$ cat src/rtl/ovp_strobe_qualifier.sv
module ovp_strobe_qualifier #(
  parameter int STROBE_CYC = 400,
  parameter int WINDOW_CYC = 100,
  parameter int RUN_LEN    = 4,
  localparam int CNT_W     = (RUN_LEN > 2) ? $clog2(RUN_LEN) : 1
) (
  input  logic             clk,
  input  logic             rst_n,
  input  logic             gate_on,
  input  logic             cycle_start,
  input  logic             cmp_raw,
  output logic             fault_pulse,
  output logic [CNT_W-1:0] trip_count
);

  localparam int OFF_MAX = STROBE_CYC + WINDOW_CYC;
  localparam int OFF_W   = $clog2(OFF_MAX + 1);
  localparam logic [OFF_W-1:0] WIN_LO   = OFF_W'(STROBE_CYC);
  localparam logic [OFF_W-1:0] WIN_HI   = OFF_W'(OFF_MAX);
  localparam logic [CNT_W-1:0] CNT_LAST = CNT_W'(RUN_LEN - 1);

  logic             sync_a, cmp_s;
  logic [OFF_W-1:0] off_cnt;
  logic             trip_seen, fault_latched;
  logic             in_window, sample_hit, cycle_tripped;

  always_ff @(posedge clk or negedge rst_n)
    if (!rst_n) {cmp_s, sync_a} <= 2'b00;
    else        {cmp_s, sync_a} <= {sync_a, cmp_raw};

  always_ff @(posedge clk or negedge rst_n)
    if (!rst_n)              off_cnt <= '0;
    else if (gate_on)        off_cnt <= '0;
    else if (off_cnt != WIN_HI) off_cnt <= off_cnt + 1'b1;

  assign in_window     = !gate_on && (off_cnt >= WIN_LO) && (off_cnt < WIN_HI);
  assign sample_hit    = in_window && cmp_s;
  assign cycle_tripped = trip_seen || sample_hit;

  always_ff @(posedge clk or negedge rst_n)
    if (!rst_n)           trip_seen <= 1'b0;
    else if (cycle_start) trip_seen <= 1'b0;
    else if (sample_hit)  trip_seen <= 1'b1;

  always_ff @(posedge clk or negedge rst_n)
    if (!rst_n) begin
      trip_count    <= '0;
      fault_latched <= 1'b0;
      fault_pulse   <= 1'b0;
    end else begin
      fault_pulse <= 1'b0;
      if (cycle_start && !fault_latched) begin
        if (!cycle_tripped)              trip_count <= '0;
        else if (trip_count == CNT_LAST) begin
          trip_count    <= '0;
          fault_latched <= 1'b1;
          fault_pulse   <= 1'b1;
        end else                         trip_count <= trip_count + 1'b1;
      end
    end

  p_fault_one_clk_r7: assert property (@(posedge clk) disable iff (!rst_n)
    fault_pulse |=> !fault_pulse);

  p_count_below_run_r3: assert property (@(posedge clk) disable iff (!rst_n)
    trip_count <= CNT_LAST);

  p_hold_after_fault_r8: assert property (@(posedge clk) disable iff (!rst_n)
    fault_latched |=> (trip_count == '0) && !fault_pulse);

  p_count_only_at_start_r9: assert property (@(posedge clk) disable iff (!rst_n)
    !cycle_start |=> $stable(trip_count));

  p_trip_only_off_r2: assert property (@(posedge clk) disable iff (!rst_n)
    $rose(trip_seen) |-> $past(!gate_on));

endmodule

$ cat config.mk
export PLATFORM = sky130hd
export DESIGN_NAME = ovp_strobe_qualifier
export DESIGN_NICKNAME = d
export VERILOG_FILES = /design/src/rtl/ovp_strobe_qualifier.sv
export SDC_FILE = /design/constraint.sdc
export NUM_CORES = 1
export LEC_CHECK = 0
export BUFFER_PORTS_ARGS = -buffer_cell sky130_fd_sc_hd__buf_2
export CORE_MARGIN = 8
export CORE_UTILIZATION = 49
export CTS_CLUSTER_SIZE = 12
export DETAILED_ROUTE_END_ITERATION = 8
export GPL_TIMING_DRIVEN = 0
export HOLD_SLACK_MARGIN = 0.15
export PLACE_DENSITY = 0.69
export SYNTH_ARGS = -nofsm -noshare
export SYNTH_HDL_FRONTEND = slang
export SYNTH_SLANG_ARGS = --single-unit
$ cat constraint.sdc
create_clock -name clk -period 1.3 [get_ports clk]
set_clock_uncertainty 0.15 [all_clocks]
set_input_delay 0.13 -clock clk [delete_from_list [all_inputs] [get_ports clk]]
set_output_delay 0.13 -clock clk [all_outputs]
set_load 0.01 [all_outputs]
==> flow_summary.json, run 1 <==
{
  "worst_slack_ps": -177.1,
  "clock_latency_ps": 290,
  "synth_mux_area_share_pct": 4.288,
  "initial_utilization_pct": 50.17,
  "comb_power_share_pct": 12.6,
  "cts_tree": "done",
  "synth.top_cell.area_share_pct": 54.89,
  "internal_power_w": 0.0007484,
  "relSlewSlack_pct": 80.91,
  "coreArea_sq_um": 1454,
  "rsz0062_at_grt": "yes",
  "synthCells": 69,
  "drcViolationCount": 0,
  "grt_max_degree": 17,
  "seq_area_frac_synth_pct": 54.89,
  "sequentialPowerShare_pct": 53.9,
  "cts-root-buf": "clkbuf_4",
  "end_kind": "flop",
  "diodes": 0,
  "clockPowerShare_pct": 33.4,
  "slew_viol_final": 0,
  "die_y_microns": 54.59,
  "routed_wl_microns": 1737,
  "syn_area_sq_um": 729.5,
  "status": "finished, violations left",
  "drt_first_iter_violations": 7,
  "reg2reg_depth": 5,
  "htree_levels": 1,
  "synth_edf_count": 0,
  "final_util_pct": 75.04,
  "cp.required_ps": 1370,
  "min_path_cells": 0,
  "synth-simple-area-share_pct": 20.75,
  "synth_compound_area_share_pct": 10.98,
  "rows": 14,
  "synth.area.top_cells": "dfrtp_1 (55%), ha_1 (5.1%), nor2_1 (4.1%)",
  "r2r-end": "off_cnt[2]$_DFFE_PN0P_",
  "cap_violations": 0,
  "hold_start": "sync_a$_DFF_PN0_",
  "grt_use_total_pct": 12.44,
  "p_sw_w": 0.0002376,
  "drive_gt1_share_pct": 42.71,
  "wire_per_inst_microns": 15.51,
  "worstPathCellList": "buf_6 -> nand4_1 -> buf_4 -> nor3_4 -> o21a_1",
  "ys.flop_type": "dfrtp_1",
  "gp_congestion": 0.6827,
  "vias": 635,
  "nFillCells": 97,
  "grt_pass1_vias": 623,
  "nets": 105,
  "r2r_start": "off_cnt[6]$_DFFE_PN0P_",
  "async_reset_ff_share_pct": 100.0,
  "cp_slowest_cell": "dfrtp_1",
  "ys.warnings.count": 0,
  "fp.dieW_microns": 54.59,
  "p_total_w": 0.0009859,
  "p_leak_nw": 0.4752,
  "die_area_sq_um": 2980,
  "grt_pass1_wl_microns": 2656,
  "peakVddDrop_v": 0.0007007,
  "cp_slowest_stage_delay_ps": 410,
  "yosys.area_share.xor_xnor_pct": 2.401,
  "vias_per_cell": 5.670,
  "synth_top_family_by_area": "simple AND/OR/NAND/NOR gates",
  "clockBufferDepth": 2,
  "firstDrtPassIters": 4,
  "final-setup-viol-count": 12,
  "antenna_found_initial": 0,
  "dp_hpwl_microns": 877.1,
  "hp-class": "flop to flop",
  "power_density_nw_per_um2": 903.7,
  "fin_crit_ps": 1477,
  "r2r_setup_slack_ps": -180,
  "synth_nets": 77,
  "violations": "setup timing",
  "ys_types": 23,
  "path_max_fanout": 5,
  "hold_viol": 0,
  "io-pin-count": 8,
  "synthMostInstantiatedCell": "dfrtp_1",
  "netSwitchingFraction_pct": 24.10,
  "io_buffers": 6,
  "cp.arrival_ps": 1550,
  "crit_family": "flip-flops",
  "crit_buf_inv": 2,
  "yosys.area_share.adder_pct": 5.146,
  "fmax_ghz": 0.6770,
  "ys_ff_latch": 16,
  "cts_sinks": 16,
  "worst-setup-path-type": "flop to flop",
  "synthTopCellsByCount": "dfrtp_1 (16), nor2_1 (8), nand2_1 (6)",
  "min_to": "cmp_s$_DFF_PN0_",
  "worstMarginPinSlew_ps": 286.1,
  "cp-start-kind": "flop",
  "grt_overflow_total": 0,
  "syn_area_per_cell_sq_um": 10.57,
  "path_clk_slew_ps": 100,
  "finalCritPeriodShare_pct": 113.6,
  "cts_made_buffers": 3,
  "yosys.area.top_type": "dfrtp_1",
  "area_growth_pct": 49.57,
  "antenna_left": 0
}
how the worst max path moves through the flow:
stage	from	to	cells past startpoint
CTS	off_cnt[6]$_DFFE_PN0P_	trip_count[1]$_DFFE_PN0P_	3
global route	off_cnt[5]$_DFFE_PN0P_	off_cnt[2]$_DFFE_PN0P_	5
global placement	off_cnt[6]$_DFFE_PN0P_	trip_count[0]$_DFFE_PN0P_	3
detailed placement	off_cnt[0]$_DFFE_PN0P_	off_cnt[8]$_DFFE_PN0P_	4
finish	off_cnt[6]$_DFFE_PN0P_	off_cnt[2]$_DFFE_PN0P_	5
floorplan	off_cnt[6]$_DFFE_PN0P_	trip_count[0]$_DFFE_PN0P_	3
layout make-up:
cell class,instances,area [sq um],area share [%]
Multi-Input combinational cell,50,430.4,39.45
Sequential cell,16,404.1,37.04
Timing Repair Buffer,23,186.4,17.09
Clock buffer,4,36.28,3.326
Tap cell,16,20.02,1.835
Inverter,2,10.01,0.9174
Buffer,1,3.754,0.3440
state kept, by name (all words and copies together) (netlist names):
name / cells
sync_a: 1
trip_seen: 1
off_cnt: 9
trip_count: 2
fault_pulse: 1
fault_latched: 1
cmp_s: 1
cell families (layout without fill, tap and decap cells):
group,count (synthesis),after routing
AOI/OAI and AO/OA,12,12
xor gates and xnor gates,2,2
adders and majority gates,3,3
buffers and inverters,3,30
DFF,16,16
muxes,3,3
and+or+nand+nor,30,30
power by group through the flow:
stage,logic [W],registers [W],clock network (W)
4_1_cts,0.000114,0.000531,0.000341
3_5_place_dp,0.0000642,0.000540,0
5_1_grt,0.000137,0.000534,0.000359
3_3_place_gp,0.0000625,0.000539,0
6_report,0.000125,0.000532,0.000330
2_1_floorplan,0.0000352,0.000539,0
metrics by stage:
step | cell area [sq um] | hold WS (ps) | setup TNS, ps | setup WS [ps] | cells
2_1_floorplan | 737.0 | -315.6 | -245.9 | -46.08 | 69
3_3_place_gp | 787.0 | -89.53 | -1065 | -152.7 | 91
3_5_place_dp | 787.0 | -87.69 | -1199 | -200.1 | 91
4_1_cts | 1012 | 169.7 | -906.0 | -155.8 | 109
5_1_grt | 1091 | 211.1 | -1927 | -240.6 | 112
6_report | 1091 | 205.3 | -1198 | -177.1 | 112
per-layer routing:
layer | global-route usage [%] | routed length [microns] | up-vias
met4 | 9.426 | 78 | 0
met2 | 19.25 | 860 | 15
li1 | - | - | 298
met5 | 0 | 0 | -
met1 | 14.35 | 736 | 313
met3 | 3.261 | 62 | 9
what timing repair did:
action                                 4_1_cts  5_1_grt
buffers inserted                             8        3
gates resized for setup                     16       11
endpoints found under the hold margin       25        0
setup endpoints to repair                   11       28
pin swaps                                    5        3
hold buffers                                 6        0
placed cells by master, fill, tap and decap left out:
cell / instances
dlygate4sd3_1: 6
buf_4: 8
nor3b_2: 1
clkbuf_1: 1
buf_6: 3
mux2_4: 1
o2111ai_1: 1
o21bai_1: 1
nand3_1: 2
mux2i_1: 2
nand4_1: 1
dfrtp_2: 3
dfrtp_1: 13
ha_1: 1
xor2_1: 2
ha_4: 2
clkbuf_8: 1
nor2b_1: 1
clkbuf_4: 4
or3_1: 1
nand2_1: 5
nand3_4: 1
o21ai_0: 3
and2_1: 1
buf_2: 5
nand4bb_1: 1
inv_4: 1
nor3_2: 1
a41oi_4: 1
nand2_2: 1
a21oi_2: 2
nor3_4: 2
inv_1: 1
nor2b_2: 1
or3_4: 3
a21oi_1: 3
o21a_1: 1
nor2_1: 8
No activity file was read; power rests on OpenSTA's default activity.
==> run 2, diff against run 1 <==
--- a/config.mk
+++ b/config.mk
@@ -8,10 +8,10 @@
 export BUFFER_PORTS_ARGS = -buffer_cell sky130_fd_sc_hd__buf_2
 export CORE_MARGIN = 8
-export CORE_UTILIZATION = 49
+export CORE_UTILIZATION = 54
 export CTS_CLUSTER_SIZE = 12
 export DETAILED_ROUTE_END_ITERATION = 8
 export GPL_TIMING_DRIVEN = 0
 export HOLD_SLACK_MARGIN = 0.15
-export PLACE_DENSITY = 0.69
+export PLACE_DENSITY = 0.72
 export SYNTH_ARGS = -nofsm -noshare
 export SYNTH_HDL_FRONTEND = slang
==> constraint.sdc (replaced) <==
create_clock -name clk -period 1.4 [get_ports clk]
set_clock_uncertainty 0.15 [all_clocks]
set_input_delay 0.21 -clock clk [delete_from_list [all_inputs] [get_ports clk]]
set_output_delay 0.21 -clock clk [all_outputs]
set_load 0.01 [all_outputs]
==> run 2 against run 1 <==
- the flow still finishes with violations (setup timing)
- critical path depth fell by 1
- utilization rose by 3.6 points
- first-iteration DRC count rose by 43%
- sequential cell count did not move
- register-to-register slack improved by 100 ps
- setup slack improved by 100 ps
- sequential share of layout area rose by 2.8 points
- combinational power fell by 25%
- routed wire length fell by 4.8%
- via count fell by 1.4%
- worst hold slack got worse by 15 ps
- non-clock buffer count fell by 2
- critical path type unchanged
- largest cell class is now registers
- largest power group unchanged
==> flow_summary.json, run 2 (synthesis gave the netlist of run 1 again) <==
{
  "status": "finished, violations left",
  "violations": "setup timing",
  "reg_top3": "off_cnt: 9 flops, trip_count: 2 flops",
  "cp.required_ps": 1470,
  "drive_gt1_share_pct": 37.23,
  "grt_max_degree": 17,
  "final_common_cell": "dfrtp_1",
  "worstPathCellList": "buf_4 -> nand4_1 -> or3_1 -> a21oi_2",
  "peakVddDrop_v": 0.0006538,
  "final-setup-viol-count": 2,
  "gp_congestion": 0.6945,
  "antenna_left": 0,
  "grt_pass1_wl_microns": 2470,
  "fp.dieW_microns": 52.76,
  "nFillCells": 79,
  "slew_viol_final": 0,
  "cts_sinks": 16,
  "path_max_fanout": 4,
  "io_buffers": 6,
  "rsz0062_at_grt": "yes",
  "worst-setup-path-type": "flop to flop",
  "p_total_w": 0.0008893,
  "htree_levels": 1,
  "wire_per_inst_microns": 15.17,
  "antenna_found_initial": 0,
  "area_growth_pct": 38.59,
  "crit_family": "simple AND/OR/NAND/NOR gates",
  "cp_slowest_stage_delay_ps": 420,
  "die_y_microns": 52.76,
  "grt_use_total_pct": 11.56,
  "initial_utilization_pct": 56.77,
  "io-pin-count": 8,
  "routed_wl_microns": 1654,
  "multiInputGateArea_sq_um": 384.1,
  "cap_violations": 0,
  "finalCritPeriodShare_pct": 105.5,
  "die_area_sq_um": 2783,
  "nets": 103,
  "diodes": 0,
  "relSlewSlack_pct": 67.39,
  "dp_hpwl_microns": 917.6,
  "clockBufferDepth": 2,
  "hp-class": "input port to flop",
  "finalSetupTns_ps": -147.6,
  "ff_latch_area_sq_um": 402.9,
  "vias": 626,
  "grt_overflow_total": 0,
  "worst_slack_ps": -77.08,
  "cp_slowest_cell": "dfrtp_1",
  "rows": 13,
  "end_kind": "flop",
  "vias_per_cell": 5.743,
  "drcViolationCount": 0,
  "cp.arrival_ps": 1540,
  "hold_viol": 0,
  "hold_ws_ps": 190.8,
  "fmax_ghz": 0.6770,
  "cp-start-kind": "flop",
  "cts_made_buffers": 3,
  "cts_tree": "done",
  "largest_reg_flops": 9,
  "clock_latency_ps": 280,
  "power_density_nw_per_um2": 879.7,
  "grt_pass1_vias": 606,
  "coreArea_sq_um": 1285,
  "worstMarginPinSlew_ps": 489.2,
  "path_clk_slew_ps": 100,
  "layout_common_cells": "dfrtp_1 (14), buf_4 (10), nor2_1 (8)",
  "p_leak_nw": 0.4551,
  "firstDrtPassIters": 4,
  "regMostFlops": "off_cnt",
  "drt_first_iter_violations": 10,
  "fin_crit_ps": 1477,
  "crit_buf_inv": 1,
  "cts-root-buf": "clkbuf_4"
}
==> run 2: cell types whose count changed in the layout (fill, tap and decap cells not counted), moves of 2 or more <==
| cell | delta |
|---|---|
| ha_4 | -2 |
| buf_4 | +2 |
| or3_4 | -2 |
| or3_1 | +2 |
| dlygate4sd3_1 | -3 |
==> run 2: report_power, final <==
group / internal [W] / switching, W / leakage, nW
Sequential: 0.000477 / 0.0000131 / 0.212
Clock: 0.000158 / 0.000147 / 0.0210
Combinational: 0.0000466 / 0.0000476 / 0.222
==> run 2: routing by layer <==
layer | part of all wire, % | up-vias | wire length [microns] | GRT usage [%]
met5 | 0 | - | 0 | 0
met4 | 4.2 | 0 | 70 | 3.879
met3 | 6.0 | 9 | 100 | 2.841
met2 | 47 | 24 | 784 | 19.53
met1 | 42 | 302 | 699 | 13.76
li1 | - | 291 | - | -
==> run 2: final timing paths <==
check | start | endpoint | slack, ps | cells past startpoint
worst max-delay path | off_cnt[6]$_DFFE_PN0P_ | off_cnt[8]$_DFFE_PN0P_ | -80 | 4
worst min-delay path | gate_on | off_cnt[4]$_DFFE_PN0P_ | 190 | 2
worst max register to register | off_cnt[6]$_DFFE_PN0P_ | off_cnt[8]$_DFFE_PN0P_ | -80 | 4
worst min register to register | sync_a$_DFF_PN0_ | cmp_s$_DFF_PN0_ | 210 | 0
max in group asynchronous | rst_n | off_cnt[2]$_DFFE_PN0P_ | 610 | 2
min in group asynchronous | rst_n | off_cnt[5]$_DFFE_PN0P_ | 200 | 2
==> run 2: area by class of cell <==
class,instances,area share [%]
repair buffers,21,15.59
inverters,2,0.7426
clock buffers,4,3.589
multi-input cells,50,37.99
flip-flops and latches,16,39.85
plain buffers,1,0.3713
well taps,15,1.856
==> run 2: worst reg2reg max path, stage by stage, from the launching register on <==
cell,delay (ps)
dfrtp_1,420
buf_4,150
nand4_1,180
or3_1,400
a21oi_2,120
==> run 2: stage by stage <==
stage	utilization [%]	setup WS (ps)	cells	area, sq um
final	78.68	-77.08	109	1011
after global routing	78.68	-156.0	109	1011
after CTS	69.72	-68.32	101	895.9
after detailed placement	60.56	-189.0	90	778.2
after global placement	60.56	-116.2	90	778.2
after floorplan	-	17.83	69	729.5
==> run 2: timing repair <==
| action | CTS | global route |
|---|---|---|
| cloned | 0 | 0 |
| hold buffers | 2 | 1 |
| setup buffers | 5 | 7 |
| gates resized for setup | 5 | 13 |
| pin swaps | 6 | 9 |
| endpoints found under the setup margin | 8 | 12 |
| endpoints found under the hold margin | 19 | 2 |
==> run 3, diff against run 2 <==
Settings changed: TNS_END_PERCENT set to 10.
Clock period 1.4 ns to 1.6 ns, I/O delays scaled along.
==> run 3 against run 2 <==
- the run now ends clean
- cell area down 15%
- global-route usage down 0.12 points
- first-iteration DRC count up 20%
- cell count down 11%
- utilization down 12 points
- register-to-register slack better by 160 ps
- clock-buffer cell count unchanged
- worst hold slack worse by 7.6 ps
- routed wire length down 19%
- total power down 15%
- combinational power down 40%
- clock power down 10%
- largest power group unchanged
==> flow_summary.json, run 3 (synthesis gave the netlist of run 1 again) <==
{
  "status": "completed",
  "rsz0062_at_grt": "no",
  "worstMarginPinSlew_ps": 425.1,
  "p_leak_nw": 0.3815,
  "comb_power_share_pct": 7.4,
  "antenna_found_initial": 0,
  "area_growth_pct": 18.18,
  "drt-met1-wl_microns": 566,
  "finalSetupTns_ps": 0,
  "vias_per_cell": 5.495,
  "gp_congestion": 0.6953,
  "firstDrtPassIters": 4,
  "path_clk_slew_ps": 100,
  "hold_viol": 0,
  "cap_violations": 0,
  "fin_crit_ps": 1517,
  "dp_hpwl_microns": 909.9,
  "worst-setup-path-type": "input port to flop",
  "io_buffers": 6,
  "relSlewSlack_pct": 71.66,
  "crit_family": "buffers and inverters",
  "fp.dieW_microns": 52.76,
  "top_layer": "met4",
  "path_max_fanout": 5,
  "die_area_sq_um": 2783,
  "postCtsSetupBuffers": 0,
  "final-setup-viol-count": 0,
  "hp-class": "input port to flop",
  "crit_buf_inv": 2,
  "clockBufferDepth": 2,
  "grt_pass1_wl_microns": 2297,
  "cts_sinks": 16,
  "cts_tree": "done",
  "hold_start": "gate_on",
  "hold_ws_ps": 183.2,
  "slew_viol_final": 0,
  "grt_use_total_pct": 11.44,
  "route.met2.wl_microns": 711,
  "grt_pass1_vias": 525,
  "diodes": 0,
  "die_y_microns": 52.76,
  "wire_per_inst_microns": 13.90,
  "final_util_pct": 67.09,
  "power_density_nw_per_um2": 881.5,
  "clockPowerShare_pct": 36.0,
  "reg2reg_depth": 3,
  "reg_top3": "off_cnt: 9 flops, trip_count: 2 flops",
  "wl_met3_microns": 45,
  "finalInstanceArea_sq_um": 862.1,
  "r2r_start": "off_cnt[5]$_DFFE_PN0P_",
  "internal_power_w": 0.0005816,
  "finalCritPeriodShare_pct": 94.83,
  "cp_slowest_stage_delay_ps": 520,
  "worstPathCellList": "dlygate4sd3_1 -> buf_2 -> nor2b_1 -> mux2i_1 -> a21oi_1",
  "layout_common_cells": "dfrtp_1 (15), nor2_1 (8), nand2_1 (6), buf_2 (6), a21oi_1 (5)",
  "largest_reg_flops": 9,
  "cp_slowest_cell": "dlygate4sd3_1",
  "nets": 91,
  "antenna_left": 0,
  "vias": 533,
  "cp-start-kind": "input port",
  "r2r-end": "trip_count[0]$_DFFE_PN0P_",
  "min_to": "off_cnt[3]$_DFFE_PN0P_",
  "peakVddDrop_v": 0.0006584,
  "grt_overflow_total": 0,
  "drive_gt1_share_pct": 17.07,
  "min_path_cells": 2,
  "io-pin-count": 8,
  "htree_levels": 1,
  "cp.arrival_ps": 1530,
  "p_total_w": 0.0007599,
  "cts_made_buffers": 3,
  "placed_cell_area_sq_um": 778.2,
  "grt_max_degree": 17,
  "cts-root-buf": "clkbuf_4",
  "p_sw_w": 0.0001783,
  "end_kind": "flop",
  "drcViolationCount": 0,
  "initial_utilization_pct": 56.77,
  "routed_wl_microns": 1348,
  "drt_first_iter_violations": 12,
  "cp.required_ps": 1610,
  "r2r_setup_slack_ps": 80,
  "rows": 13,
  "sequentialPowerShare_pct": 56.6,
  "netSwitchingFraction_pct": 23.46,
  "regMostFlops": "off_cnt",
  "coreArea_sq_um": 1285,
  "final_common_cell": "dfrtp_1",
  "clock_latency_ps": 290,
  "fmax_ghz": 0.6591
}
[run 3: power groups by stage]
stage / clock [W] / sequential (W) / combinational (W)
floorplan: 0 / 0.000438 / 0.0000281
global placement: 0 / 0.000437 / 0.0000503
detailed placement: 0 / 0.000438 / 0.0000518
CTS: 0.000278 / 0.000430 / 0.0000574
global route: 0.000298 / 0.000433 / 0.0000651
finish: 0.000273 / 0.000430 / 0.0000561
[run 3: through the flow]
| stage | instances | setup WS, ps |
|---|---|---|
| global route | 97 | 14.63 |
| detailed placement | 90 | 42.13 |
| floorplan | 69 | 191.0 |
| CTS | 97 | 19.42 |
| finish | 97 | 82.80 |
| global placement | 90 | 89.52 |
[run 3: layout make-up]
cell class | count | area, sq um
buffer | 1 | 3.754
clock buffer | 4 | 36.28
fill | 99 | 422.9
inverter | 2 | 7.507
multi-input combinational | 50 | 334.1
sequential | 16 | 401.6
tap | 15 | 18.77
timing repair buffer | 9 | 60.06
[run 3: repair_timing]
item | CTS | global route
hold endpoints to repair | 19 | 0
hold buffers | 3 | 0
gates resized for setup | 0 | 3
setup endpoints to repair | 0 | 7
[run 3: how the worst max path moves through the flow]
stage / start / end / slack, ps / cells past startpoint
2_1_floorplan: off_cnt[5]$_DFFE_PN0P_ / fault_latched$_DFFE_PN0P_ / 190 / 3
3_3_place_gp: off_cnt[5]$_DFFE_PN0P_ / fault_latched$_DFFE_PN0P_ / 90 / 3
3_5_place_dp: off_cnt[5]$_DFFE_PN0P_ / trip_count[0]$_DFFE_PN0P_ / 40 / 3
4_1_cts: off_cnt[5]$_DFFE_PN0P_ / trip_count[0]$_DFFE_PN0P_ / 20 / 3
5_1_grt: off_cnt[5]$_DFFE_PN0P_ / trip_count[0]$_DFFE_PN0P_ / 10 / 3
6_report: cycle_start / trip_count[0]$_DFFE_PN0P_ / 80 / 5
[run 3: worst register-to-register path, stage by stage, from the launching register on]
cell,delay (ps)
dfrtp_1,460
or3_1,440
a41oi_4,220
a21oi_1,120
[run 3: metal layers]
layer | vias up | GRT usage (%)
met3 | 4 | 3.977
met4 | 0 | 6.466
met2 | 8 | 19.14
met5 | - | 0
li1 | 271 | -
met1 | 250 | 12.09
